--- src/rtl/kt_pkg.sv ---
package kt_pkg;
  localparam int DIGIT_W     = 4;
  localparam int NUM_PRESETS = 3;
  localparam int PRESET_IDX_W = (NUM_PRESETS > 1) ? $clog2(NUM_PRESETS) : 1;

  typedef struct packed {
    logic [DIGIT_W-1:0] m1;
    logic [DIGIT_W-1:0] m0;
    logic [DIGIT_W-1:0] s1;
    logic [DIGIT_W-1:0] s0;
  } kt_time_t;

  localparam kt_time_t KT_ZERO = '0;
  localparam kt_time_t KT_MAX  = '{m1: 4'd9, m0: 4'd9, s1: 4'd5, s0: 4'd9};

  function automatic int unsigned kt_preset_minutes(input int unsigned idx);
    case (idx)
      0:       return 6;
      1:       return 8;
      default: return 11;
    endcase
  endfunction

  function automatic kt_time_t kt_from_minutes(input int unsigned mins);
    kt_time_t t;
    t.m1 = DIGIT_W'(mins / 10);
    t.m0 = DIGIT_W'(mins % 10);
    t.s1 = '0;
    t.s0 = '0;
    return t;
  endfunction
endpackage

--- src/rtl/kt_preset_sel.sv ---
module kt_preset_sel
  import kt_pkg::*;
#(
  parameter int NUM = NUM_PRESETS
) (
  input  logic     clk,
  input  logic     rst,
  input  logic     advance,
  output kt_time_t preset_val
);
  localparam int IDX_W = (NUM > 1) ? $clog2(NUM) : 1;

  logic [IDX_W-1:0] idx_q;
  kt_time_t         table_w [NUM];

  for (genvar g = 0; g < NUM; g++) begin : g_tbl
    assign table_w[g] = kt_from_minutes(kt_preset_minutes(g));
  end

  always_comb begin
    preset_val = KT_ZERO;
    for (int i = 0; i < NUM; i++) begin
      if (idx_q == IDX_W'(i)) preset_val = table_w[i];
    end
  end

  always_ff @(posedge clk) begin
    if (rst) begin
      idx_q <= '0;
    end else if (advance) begin
      idx_q <= (idx_q == IDX_W'(NUM - 1)) ? '0 : idx_q + 1'b1;
    end
  end
endmodule

--- src/rtl/kt_bcd_step.sv ---
module kt_bcd_step
  import kt_pkg::*;
(
  input  kt_time_t cur,
  output kt_time_t sec_up,
  output kt_time_t sec_down,
  output kt_time_t min_up,
  output kt_time_t min_down,
  output logic     is_zero,
  output logic     is_one
);
  logic min_is_max, min_is_zero;

  assign is_zero     = (cur == KT_ZERO);
  assign is_one      = (cur.m1 == 0) && (cur.m0 == 0) && (cur.s1 == 0) && (cur.s0 == 4'd1);
  assign min_is_max  = (cur.m1 == 4'd9) && (cur.m0 == 4'd9);
  assign min_is_zero = (cur.m1 == 0) && (cur.m0 == 0);

  // one second forward, saturating at the top
  always_comb begin
    sec_up = cur;
    if (cur != KT_MAX) begin
      if (cur.s0 != 4'd9) begin
        sec_up.s0 = cur.s0 + 4'd1;
      end else begin
        sec_up.s0 = '0;
        if (cur.s1 != 4'd5) begin
          sec_up.s1 = cur.s1 + 4'd1;
        end else begin
          sec_up.s1 = '0;
          if (cur.m0 != 4'd9) begin
            sec_up.m0 = cur.m0 + 4'd1;
          end else begin
            sec_up.m0 = '0;
            sec_up.m1 = cur.m1 + 4'd1;
          end
        end
      end
    end
  end

  // one second back, holding at zero
  always_comb begin
    sec_down = cur;
    if (!is_zero) begin
      if (cur.s0 != 0) begin
        sec_down.s0 = cur.s0 - 4'd1;
      end else begin
        sec_down.s0 = 4'd9;
        if (cur.s1 != 0) begin
          sec_down.s1 = cur.s1 - 4'd1;
        end else begin
          sec_down.s1 = 4'd5;
          if (cur.m0 != 0) begin
            sec_down.m0 = cur.m0 - 4'd1;
          end else begin
            sec_down.m0 = 4'd9;
            sec_down.m1 = cur.m1 - 4'd1;
          end
        end
      end
    end
  end

  // whole-minute steps
  always_comb begin
    min_up = cur;
    if (min_is_max) begin
      min_up = KT_MAX;
    end else if (cur.m0 != 4'd9) begin
      min_up.m0 = cur.m0 + 4'd1;
    end else begin
      min_up.m0 = '0;
      min_up.m1 = cur.m1 + 4'd1;
    end
  end

  always_comb begin
    min_down = cur;
    if (min_is_zero) begin
      min_down = KT_ZERO;
    end else if (cur.m0 != 0) begin
      min_down.m0 = cur.m0 - 4'd1;
    end else begin
      min_down.m0 = 4'd9;
      min_down.m1 = cur.m1 - 4'd1;
    end
  end
endmodule

--- src/rtl/kt_ctrl.sv ---
module kt_ctrl
  import kt_pkg::*;
(
  input  logic     clk,
  input  logic     rst,
  input  logic     tick_en,
  input  logic     btn_inc,
  input  logic     btn_dec,
  input  logic     btn_start,
  input  logic     btn_preset,
  input  logic     mode_sw,
  input  kt_time_t sec_up,
  input  kt_time_t sec_down,
  input  kt_time_t min_up,
  input  kt_time_t min_down,
  input  logic     is_zero,
  input  logic     is_one,
  input  kt_time_t preset_val,
  output kt_time_t time_q,
  output logic     run_q,
  output logic     done_q,
  output logic     mode_q,
  output logic     preset_adv
);
  kt_time_t time_n;
  logic     run_n, done_n;
  logic     mode_flip;

  assign mode_flip = (mode_sw != mode_q);

  always_comb begin
    time_n     = time_q;
    run_n      = run_q;
    done_n     = done_q;
    preset_adv = 1'b0;
    if (mode_flip) begin
      time_n = KT_ZERO;
      run_n  = 1'b0;
      done_n = 1'b0;
    end else if (mode_q) begin
      if (btn_start) begin
        run_n = !run_q;
      end else if (run_q && tick_en) begin
        time_n = sec_up;
      end
    end else if (btn_start) begin
      if (run_q) begin
        run_n = 1'b0;
      end else if (!is_zero) begin
        run_n = 1'b1;
      end
    end else if (run_q) begin
      if (tick_en) begin
        time_n = sec_down;
        if (is_one) begin
          run_n  = 1'b0;
          done_n = 1'b1;
        end
      end
    end else if (btn_preset) begin
      time_n     = preset_val;
      preset_adv = 1'b1;
      done_n     = 1'b0;
    end else if (btn_inc != btn_dec) begin
      time_n = btn_inc ? min_up : min_down;
      done_n = 1'b0;
    end
  end

  always_ff @(posedge clk) begin
    if (rst) begin
      time_q <= KT_ZERO;
      run_q  <= 1'b0;
      done_q <= 1'b0;
      mode_q <= mode_sw;
    end else begin
      time_q <= time_n;
      run_q  <= run_n;
      done_q <= done_n;
      mode_q <= mode_sw;
    end
  end
endmodule

--- src/rtl/kitchen_timer.sv ---
module kitchen_timer
  import kt_pkg::*;
(
  input  logic               clk,
  input  logic               rst,
  input  logic               tick_en,
  input  logic               btn_inc,
  input  logic               btn_dec,
  input  logic               btn_start,
  input  logic               btn_preset,
  input  logic               mode_sw,
  output logic [DIGIT_W-1:0] min_tens,
  output logic [DIGIT_W-1:0] min_ones,
  output logic [DIGIT_W-1:0] sec_tens,
  output logic [DIGIT_W-1:0] sec_ones,
  output logic               running,
  output logic               done_led
);
  kt_time_t time_w, sec_up_w, sec_down_w, min_up_w, min_down_w, preset_w;
  logic     is_zero_w, is_one_w, preset_adv_w, mode_reg;

  kt_preset_sel #(.NUM(NUM_PRESETS)) preset_i (
    .clk(clk), .rst(rst), .advance(preset_adv_w), .preset_val(preset_w)
  );

  kt_bcd_step step_i (
    .cur(time_w), .sec_up(sec_up_w), .sec_down(sec_down_w),
    .min_up(min_up_w), .min_down(min_down_w),
    .is_zero(is_zero_w), .is_one(is_one_w)
  );

  kt_ctrl ctrl_i (
    .clk(clk), .rst(rst), .tick_en(tick_en),
    .btn_inc(btn_inc), .btn_dec(btn_dec), .btn_start(btn_start),
    .btn_preset(btn_preset), .mode_sw(mode_sw),
    .sec_up(sec_up_w), .sec_down(sec_down_w),
    .min_up(min_up_w), .min_down(min_down_w),
    .is_zero(is_zero_w), .is_one(is_one_w), .preset_val(preset_w),
    .time_q(time_w), .run_q(running), .done_q(done_led),
    .mode_q(mode_reg), .preset_adv(preset_adv_w)
  );

  assign min_tens = time_w.m1;
  assign min_ones = time_w.m0;
  assign sec_tens = time_w.s1;
  assign sec_ones = time_w.s0;
endmodule

--- config.mk ---
export PLATFORM = sky130hd
export DESIGN_NAME = kitchen_timer
export DESIGN_NICKNAME = d
export VERILOG_FILES = /design/src/rtl/kt_pkg.sv /design/src/rtl/kt_preset_sel.sv /design/src/rtl/kt_bcd_step.sv /design/src/rtl/kt_ctrl.sv /design/src/rtl/kitchen_timer.sv
export SDC_FILE = /design/constraint.sdc
export NUM_CORES = 1
export LEC_CHECK = 0
export BUFFER_PORTS_ARGS = -buffer_cell sky130_fd_sc_hd__buf_2
export CAP_MARGIN = 0
export CORE_ASPECT_RATIO = 0.7
export CORE_UTILIZATION = 50
export DETAILED_ROUTE_END_ITERATION = 8
export PLACE_DENSITY = 0.79
export SYNTH_ARGS = -nofsm -noshare
export SYNTH_HDL_FRONTEND = slang
export SYNTH_HIERARCHICAL = 1
export SYNTH_SLANG_ARGS = --single-unit
--- constraint.sdc ---
create_clock -name clk -period 3.86 [get_ports clk]
set_input_delay 0.193 -clock clk [delete_from_list [all_inputs] [get_ports clk]]
set_output_delay 0.193 -clock clk [all_outputs]
set_load 0.01 [all_outputs]
==> metrics, run 1 <==
die area=5340 µm²; Worst R2R Start=ctrl_i/time_q[8]$_SDFFE_PP0P_; PostCTS Resize Cnt=0; asr flop ratio synth=0%; WP data required=4.02 ns; Sequential Power Share=roughly two fifths; Sw Share=36.71%; slew margin rel.=41.16%; Post-Syn Area=2524 µm²; final setup vio count=0; Num CTS Buffers=3; initial antenna violation count=0; P_sw=0.2235 mW; number of remaining DRC errors=0; final hold vios=0; worst path arrival time=2.81 ns; max-slew violations=0; total congestion overflow=0; clk_lat worst skew=roughly 0.27 ns; setup_tns=0 ns; Comb power frac=approximately 34%; die height=~61 µm; prevailing post-synth register cell=dfxtp_1; Leak=between 1 and 1.5 nW; hold_buf cts=0; commonest non-fill, non-tap cell in the layout=nor2_1; gr usage total=roughly 25%; status=complete, no violations; first-pass GRT wire length=between 10000 and 15000 µm; share of layout cells above drive strength 1=a little under a fifth; vias per inst=5.993; RSZ-0062 raised after global routing=no; Starting Density=roughly 52%; Ports=26; R2R Setup Slk=1.21 ns; Sink Count=21; n_diodes=0; kind of critical path=reg2reg; nets@finish=344; initial DRC count=roughly 260; worst slew pin tran=0.8826 ns; max-cap violations=0; non-filler cells, final=400; Hold EP=ctrl_i/mode_q$_DFF_P_; clock-pin slew on the worst setup and hold paths=0.09 ns; GR Layer Usage met1=between 30% and 40%; CP Capture Type=register; global routing usage on met2=~40%; clock power share=25.5%; input/output buffers=25; routed vias=around 2400; area of the multi-input gates=between 1500 and 2000 µm²; GRT busiest layer=met2; Max Root-Sink Buffers=2; HPWL after DPL=4189 µm; Ys Warns=6; WL final=6251 µm; CP Launch Type=register; slowest CP cell=nor4_4; placer congestion estimate=0.9361; Synth Instances=328; crit-path cells=nor4_4 -> nand2_1 -> nand2_2 -> mux2_2 -> o22ai_1 -> a221oi_1 -> a22o_1; final worst path period share=68.54%; post-synth cell types=58; Setup Buffers After CTS=0; met3 usage=4.424%; FF-to-FF End=ctrl_i/time_q[9]$_SDFFE_PP0P_; Hold Crit Start=mode_sw; root buffer cell=clkbuf_8; Core ar.=4808 µm²; Worst Hold Class=in2reg; CTS tree=done; sequential cell area=between 400 and 500 µm²; Max FO, Critical Path=17; Reg2Reg Depth=7; DR pass1 iterations=5; Worst path max stage delay=between 0.6 and 0.7 ns; largest net degree at the start of global routing=34; Final min period=2.646 ns; Power Density=234.4 nW/µm²; Seq/Total Area, Yosys=16.66%; P_int=roughly 0.39 mW; placed insts=slightly below 400; Rows=21; P&R area growth vs syn=2.925%; antenna viol nets, final=0; #FFs+latches synth=21; leading cell types in the layout, fill and taps excluded=nor2_1 (35), nand2_1 (25), buf_2 (25); VDD IR-drop max=0.0001416 V; Avg WL per Cell=roughly 16 µm; die width=86.92 µm; Max Fclk=0.3780 GHz; Max Clock Skew=0.005089 ns; vias in the first global route=1977; Clock H-tree levels=1; hold path depth=1; EDFF count, synth=0; Avg Inst Size Synth=7.694 µm²; fill count=476
-- per-stage QoR --
step / utilization (%) / hold slack (ns) / area [µm²] / setup WS [ns] / total power, mW
2_1_floorplan: - / 0.2207 / 2561 / 1.654 / 0.4205
3_3_place_gp: 53.08 / 0.3358 / 2552 / 1.332 / 0.4488
3_5_place_dp: 53.08 / 0.3400 / 2552 / 1.284 / 0.4535
4_1_cts: 54.02 / 0.05695 / 2597 / 1.265 / 0.6110
5_1_grt: 54.02 / 0.05284 / 2597 / 0.9841 / 0.6484
6_report: 54.02 / 0.06113 / 2597 / 1.214 / 0.6088
-- worst max path at each step --
stage | start | to | slack, ns | cells past startpoint
after global routing | ctrl_i/time_q[8]$_SDFFE_PP0P_ | ctrl_i/time_q[9]$_SDFFE_PP0P_ | 0.98 | 7
after CTS | ctrl_i/time_q[8]$_SDFFE_PP0P_ | ctrl_i/time_q[9]$_SDFFE_PP0P_ | 1.26 | 7
final | ctrl_i/time_q[8]$_SDFFE_PP0P_ | ctrl_i/time_q[9]$_SDFFE_PP0P_ | 1.21 | 7
after global placement | ctrl_i/time_q[12]$_SDFFE_PP0P_ | ctrl_i/time_q[9]$_SDFFE_PP0P_ | 1.33 | 9
after floorplan | ctrl_i/time_q[12]$_SDFFE_PP0P_ | ctrl_i/time_q[10]$_SDFFE_PP0P_ | 1.65 | 9
after detailed placement | ctrl_i/time_q[8]$_SDFFE_PP0P_ | ctrl_i/time_q[9]$_SDFFE_PP0P_ | 1.28 | 7
-- layer usage --
layer / part of all wire, % / wire length (µm)
met1: 51 / 3188
met2: 43 / 2695
met3: 5.5 / 342
met4: 0.40 / 25
met5: 0 / 0
-- worst max-delay path, delay by kind of cell, from the launching register on --
family,cells,cell delay (ns)
AOI/OAI and AO/OA,3,0.46
and+or+nand+nor,3,1.21
muxes,1,0.34
DFF,1,0.52
-- sequential cells by signal, summed over array words and instances, names as in the netlist --
| signal | cells |
|---|---|
| ctrl_i/run_q | 1 |
| ctrl_i/done_q | 1 |
| ctrl_i/time_q | 16 |
| preset_i/idx_q | 2 |
| ctrl_i/mode_q | 1 |
-- power groups by stage --
stage	logic, mW	registers [mW]	clock network [mW]
2_1_floorplan	0.180	0.241	0
3_3_place_gp	0.200	0.249	0
3_5_place_dp	0.204	0.250	0
4_1_cts	0.205	0.244	0.162
5_1_grt	0.229	0.247	0.172
6_report	0.209	0.245	0.155
-- cell usage after synthesis (11+ instances only) --
cell type / n / share of area (%)
a221oi_1: 15 / 5.2
a21oi_1: 11 / 2.2
a22o_1: 17 / 5.9
o22ai_1: 16 / 4.0
clkbuf_1: 12 / 1.8
mux2i_1: 20 / 7.9
buf_4: 13 / 3.9
nand2_1: 25 / 3.7
nor2_1: 35 / 5.2
o21ai_0: 14 / 2.8
dfxtp_1: 21 / 17
-- area by class of cell --
type                            instances  area share (%)
Inverter                                9           1.301
Sequential cell                        21           16.18
Clock buffer                            4           1.734
Timing Repair Buffer                   26           5.106
Multi-Input combinational cell        271           72.35
Tap cell                               69           3.324
-- cell families after synthesis --
group	Yosys count	share of synthesized area, %
multiplexers	30	12.39
other	1	0.1486
flip-flops	21	16.66
adder cells (fa/ha/maj)	4	1.983
buffers and inverters	46	10.36
AND/OR/NAND/NOR	125	28.90
AO/OA/AOI/OAI	86	24.34
XOR/XNOR	15	5.206
Power figures use the tool's default switching activity.
==> inputs of run 2 (changes only) <==
Settings changed: PLACE_DENSITY 0.79 to 0.82.
Clock period 3.86 ns to 2.4 ns, I/O delays scaled along.
==> run 2 against run 1 <==
First-iteration DRC count fell by 22%. Total power rose by 66%. Clock power rose by 66%. Combinational power rose by 75%. Highest routed layer unchanged. Register-to-register slack got worse by 0.96 ns. Non-clock buffer count rose by 20. Largest power group unchanged.
==> metrics, run 2 (synthesized netlist as in run 1, its figures left out) <==
nets@finish=364 (+5.8%); Setup Buffers After CTS=0 (unchanged); HPWL after DPL=4682 µm (+12%); Ports=26 (unchanged); Max FO, Critical Path=8 (-9); worst slew pin tran=0.7208 ns (-0.1618 ns); Critical Path Source=ctrl_i/time_q[6]$_SDFFE_PP0P_; area of the multi-input gates=1879 µm² (unchanged); Worst path max stage delay=0.50 ns (-0.18 ns); initial antenna violation count=0 (unchanged); Hold Crit Start=rst; Max Fclk=0.4671 GHz (+24%); max FFs per register=16 (unchanged); CP Buf/Inv Count=0 (unchanged); pre-CTS WS=0.2171 ns (-1.066 ns); Rows=21 (unchanged); DR pass1 iterations=5 (unchanged); die width=86.92 µm (unchanged); crit-path leading delay family=simple AND/OR/NAND/NOR gates; root buffer cell=clkbuf_8; status=complete, no violations; RSZ-0062 raised after global routing=no; total congestion overflow=0 (unchanged); max-cap violations=0 (unchanged); clock-pin slew on the worst setup and hold paths=0.09 ns (about the same); first-pass GRT wire length=10880 µm (+7.4%); n_diodes=0 (unchanged); Starting Density=52.49% (unchanged); slack of the critical path=0.2591 ns (-0.9551 ns); Max Root-Sink Buffers=2 (unchanged); top flop regs=ctrl_i/time_q: 16 flops, preset_i/idx_q: 2 flops; final worst path period share=89.21% (+21 points); Worst Hold Class=in2reg; worst path arrival time=2.31 ns (-0.50 ns); leading cell types in the layout, fill and taps excluded=nor2_1 (35), nand2_1 (25), buf_2 (25); VDD IR-drop max=0.0002459 V (+74%); utilization after layout=57.30% (+3.3 points); placer congestion estimate=0.9037 (-3.5%); die area=5340 µm² (unchanged); final setup vio count=0 (unchanged); slew margin rel.=51.95% (+11 points); Max Clock Skew=0.003128 ns (-0.001961 ns); post-layout instance area=2755 µm² (+6.1%); Worst R2R Start=ctrl_i/time_q[6]$_SDFFE_PP0P_; CP Launch Type=register; Core ar.=4808 µm² (unchanged); gr usage total=26.30% (+1.3 points); fill count=460 (-3.4%); Num CTS Buffers=3 (unchanged); Power Density=366.8 nW/µm² (+56%); CTS tree=done; slowest CP cell=dfxtp_1; vias per inst=6.102 (+1.8%); WL final=6664 µm (+6.6%); Reg with most FFs=ctrl_i/time_q; number of remaining DRC errors=0 (unchanged); R2R Setup Slk=0.26 ns (-0.96 ns); largest net degree at the start of global routing=34 (unchanged); die height=61.44 µm (unchanged); hold path depth=2 (+1); sequential cell area=421.7 µm² (+0.30%); Leak=1.239 nW (+9.1%); input/output buffers=25 (unchanged); commonest non-fill, non-tap cell in the layout=nor2_1; WP data required=2.57 ns (-1.45 ns); P&R area growth vs syn=9.172%; Sink Count=21 (unchanged); max-slew violations=0 (unchanged); Placed Area=2695 µm² (+5.6%); Reg2Reg Depth=7 (unchanged); most used cell, CP=nor2_1; vias in the first global route=2249 (+14%); share of layout cells above drive strength 1=23.36% (+4.9 points); Final min period=2.141 ns (-0.5049 ns); setup_tns=0 ns (unchanged); Fin Hold WS=0.01764 ns (-0.04349 ns); initial DRC count=199 (-22%); Hold EP=preset_i/idx_q[1]$_SDFFE_PP0P_; Clock H-tree levels=1 (unchanged); Avg WL per Cell=15.87 µm (+1.5%); FF-to-FF End=ctrl_i/time_q[9]$_SDFFE_PP0P_; clk_lat worst skew=0.27 ns (about the same); antenna viol nets, final=0 (unchanged); crit-path cells=nor3b_2 -> nand3_2 -> nor2_1 -> mux2_2 -> nor2_1 -> a221oi_1 -> a22o_1; CP Capture Type=register; routed vias=2563 (+6.9%); final hold vios=0 (unchanged); kind of critical path=reg2reg
==> run 2: cell count changes in the layout (fill, tap and decap cells not counted) <==
cell and change:
buf_4 +19, clkbuf_1 -1, dfxtp_1 -1, dfxtp_2 +1
dlygate4sd3_1 +1, clkinvlp_4 +1
==> run 2: timing repair <==
item	4_1_cts	5_1_grt
hold endpoints to repair	1	0
hold buffers	1	0
setup endpoints to repair	0	3
resized for setup	0	1
==> run 2: layout make-up <==
class | instances | area share [%]
Tap cell | 69 | 3.134
Inverter | 9 | 1.226
Clock inverter | 1 | 0.2725
Sequential cell | 21 | 15.30
Multi-Input combinational cell | 271 | 68.21
Timing Repair Buffer | 46 | 10.35
Clock buffer | 3 | 1.499
==> run 2: report_power, final <==
| group | internal [mW] | total, mW | switching, mW |
|---|---|---|---|
| Clock | 0.118 | 0.258 | 0.141 |
| Combinational | 0.162 | 0.366 | 0.205 |
| Sequential | 0.359 | 0.386 | 0.0265 |
==> run 2: layer usage <==
metal,wire length [µm],vias to the layer above,GRT usage [%]
met5,0,-,0
met4,47,0,5.714
met3,524,6,5.228
met2,2909,106,41.06
met1,3181,1225,37.63
li1,-,1226,-
==> run 2: worst max path at each step <==
stage | endpoint | cells past startpoint | slack, ns
2_1_floorplan | ctrl_i/time_q[10]$_SDFFE_PP0P_ | 9 | 0.19
3_3_place_gp | ctrl_i/time_q[3]$_SDFFE_PP0P_ | 8 | 0.30
3_5_place_dp | ctrl_i/time_q[14]$_SDFFE_PP0P_ | 8 | 0.22
4_1_cts | ctrl_i/time_q[14]$_SDFFE_PP0P_ | 8 | 0.19
5_1_grt | ctrl_i/time_q[14]$_SDFFE_PP0P_ | 8 | 0.07
6_report | ctrl_i/time_q[9]$_SDFFE_PP0P_ | 7 | 0.26
==> run 2: through the flow <==
step / instances / power (mW)
floorplan: 338 / 0.6763
CTS: 420 / 1.013
finish: 420 / 1.010
global route: 420 / 1.074
global placement: 415 / 0.7433
detailed placement: 415 / 0.7525
==> inputs of run 3 (changes only) <==
Settings changed: CORE_ASPECT_RATIO 0.7 to 1.75.
==> run 3 against run 2 <==
Via count rose by 0.59%. Cell count fell by 3.6%. Largest cell class unchanged. Critical path depth did not move. Global-route usage increased by 0.50 points. Critical endpoint is now ctrl_i/time_q[13]$_SDFFE_PP0P_.
==> metrics, run 3 (synthesized netlist as in run 1, its figures left out) <==
first-pass GRT wire length=11300 µm (+3.9%); gr usage total=26.81% (+0.50 points); final setup vio count=0 (unchanged); max FFs per register=16 (unchanged); P&R area growth vs syn=8.775%; vias in the first global route=2413 (+7.3%); top flop regs=ctrl_i/time_q: 16 flops, preset_i/idx_q: 2 flops; clk_lat worst skew=0.28 ns (about the same); final hold vios=0 (unchanged); GRT busiest layer=met2; Setup Buffers After CTS=0 (unchanged); root buffer cell=clkbuf_8; Max FO, Critical Path=12 (+4); routed vias=2578 (+0.59%); initial DRC count=137 (-31%); antenna viol nets, final=0 (unchanged); WP data required=2.58 ns (about the same); n_diodes=0 (unchanged); Leak=1.252 nW (+1.1%); Sink Count=21 (unchanged); clock-pin slew on the worst setup and hold paths=0.09 ns (about the same); Rows=33 (+57%); HPWL after DPL=4871 µm (+4.0%); placer congestion estimate=0.9595 (+6.2%); Max Root-Sink Buffers=2 (unchanged); CP Capture Type=register; commonest non-fill, non-tap cell in the layout=nor2_1; Max Clock Skew=0.004044 ns (+0.0009166 ns); Max Fclk=0.4479 GHz (-4.1%); max-cap violations=0 (unchanged); Starting Density=53.15% (+0.66 points); Core ar.=4748 µm² (-1.2%); GR Layer Usage met1=29.79% (-7.8 points); DR pass1 iterations=5 (unchanged); placed insts=400 (-3.6%); leading cell types in the layout, fill and taps excluded=nor2_1 (35), nand2_1 (25), buf_2 (25); Final min period=2.233 ns (+0.09163 ns); non-filler cells, final=405 (-3.6%); Num CTS Buffers=3 (unchanged); vias per inst=6.365 (+4.3%); number of remaining DRC errors=0 (unchanged); VDD IR-drop max=0.0003314 V (+35%); Avg WL per Cell=17.35 µm (+9.3%); worst path arrival time=2.41 ns (+0.10 ns); WL final=7025 µm (+5.4%); Power Density=372.8 nW/µm² (+1.7%); share of layout cells above drive strength 1=23.51% (+0.15 points); worst slew pin tran=0.7853 ns (+0.06447 ns); Clock H-tree levels=1 (unchanged); Worst Hold Class=in2reg; total congestion overflow=0 (unchanged); global routing usage on met2=48.29% (+7.2 points); CP Launch Type=register; max-slew violations=0 (unchanged); nets@finish=366 (+0.55%); CTS tree=done; Ports=26 (unchanged); largest net degree at the start of global routing=34 (unchanged); setup_tns=0 ns (unchanged); die width=55.71 µm (-36%); die height=95.98 µm (+56%); final worst path period share=93.02% (+3.8 points); die area=5347 µm² (+0.12%); status=complete, no violations; met3 usage=2.151% (-3.1 points); slew margin rel.=47.65% (-4.3 points); kind of critical path=reg2reg; RSZ-0062 raised after global routing=no; input/output buffers=25 (unchanged); R2R Setup Slk=0.17 ns (-0.09 ns); Reg with most FFs=ctrl_i/time_q; initial antenna violation count=0 (unchanged)
[run 3: changes by cell type in the layout (fill, tap and decap cells not counted), sizes merged]
cell	delta
buf	+2
clkinvlp	-1
clkinv	+1
[run 3: path summary, 6_finish.rpt]
kind                                                     start                        endpoint  cells after the start
worst max register to register   ctrl_i/time_q[3]$_SDFFE_PP0P_  ctrl_i/time_q[13]$_SDFFE_PP0P_                      7
worst min register to register  preset_i/idx_q[1]$_SDFFE_PP0P_  preset_i/idx_q[1]$_SDFFE_PP0P_                      2
worst min-delay path                                       rst  preset_i/idx_q[1]$_SDFFE_PP0P_                      2
worst max-delay path             ctrl_i/time_q[3]$_SDFFE_PP0P_  ctrl_i/time_q[13]$_SDFFE_PP0P_                      7
[run 3: final cells by class]
cell class | count | area [µm²]
clock buffers | 3 | 41.29
clock inverters | 1 | 5.005
multi-input cells | 271 | 1879
repair buffers | 48 | 300.3
well taps | 52 | 65.06
inverters | 9 | 33.78
fillers | 444 | 2003
flip-flops and latches | 21 | 420.4
[run 3: metal layers]
metal / vias to the layer above / wire length [µm]
li1: 1227 / -
met1: 1218 / 2831
met2: 106 / 3579
met3: 27 / 320
met4: 0 / 293
met5: - / 0
[run 3: per-stage QoR]
stage	setup slack, ns	power [mW]	area (µm²)	hold slack [ns]	util (%)
floorplan	0.1940	0.6763	2561	0.1477	-
global route	0.03490	1.076	2745	0.02329	57.81
detailed placement	0.2314	0.7584	2689	0.2668	56.63
finish	0.1674	1.024	2745	0.02126	57.81
global placement	0.2836	0.7513	2689	0.2610	56.63
CTS	0.2127	1.020	2745	0.008428	57.81
[run 3: critical path: stages, from the launching register on]
cell      delay (ns)
dfxtp_1         0.59
and4bb_2        0.34
nand3_2         0.18
nor3_2          0.30
mux2_2          0.38
nor2_1          0.09
a221oi_1        0.06
a22o_1          0.20
[run 3: what timing repair did]
| action | 4_1_cts | 5_1_grt |
|---|---|---|
| resized for setup | 0 | 0 |
| endpoints found under the hold margin | 1 | 0 |
| hold buffers | 1 | 0 |
[run 3: report_power, final]
part           switching (mW)  internal [mW]
combinational           0.217          0.163
sequential             0.0235          0.359
clock                   0.144          0.117
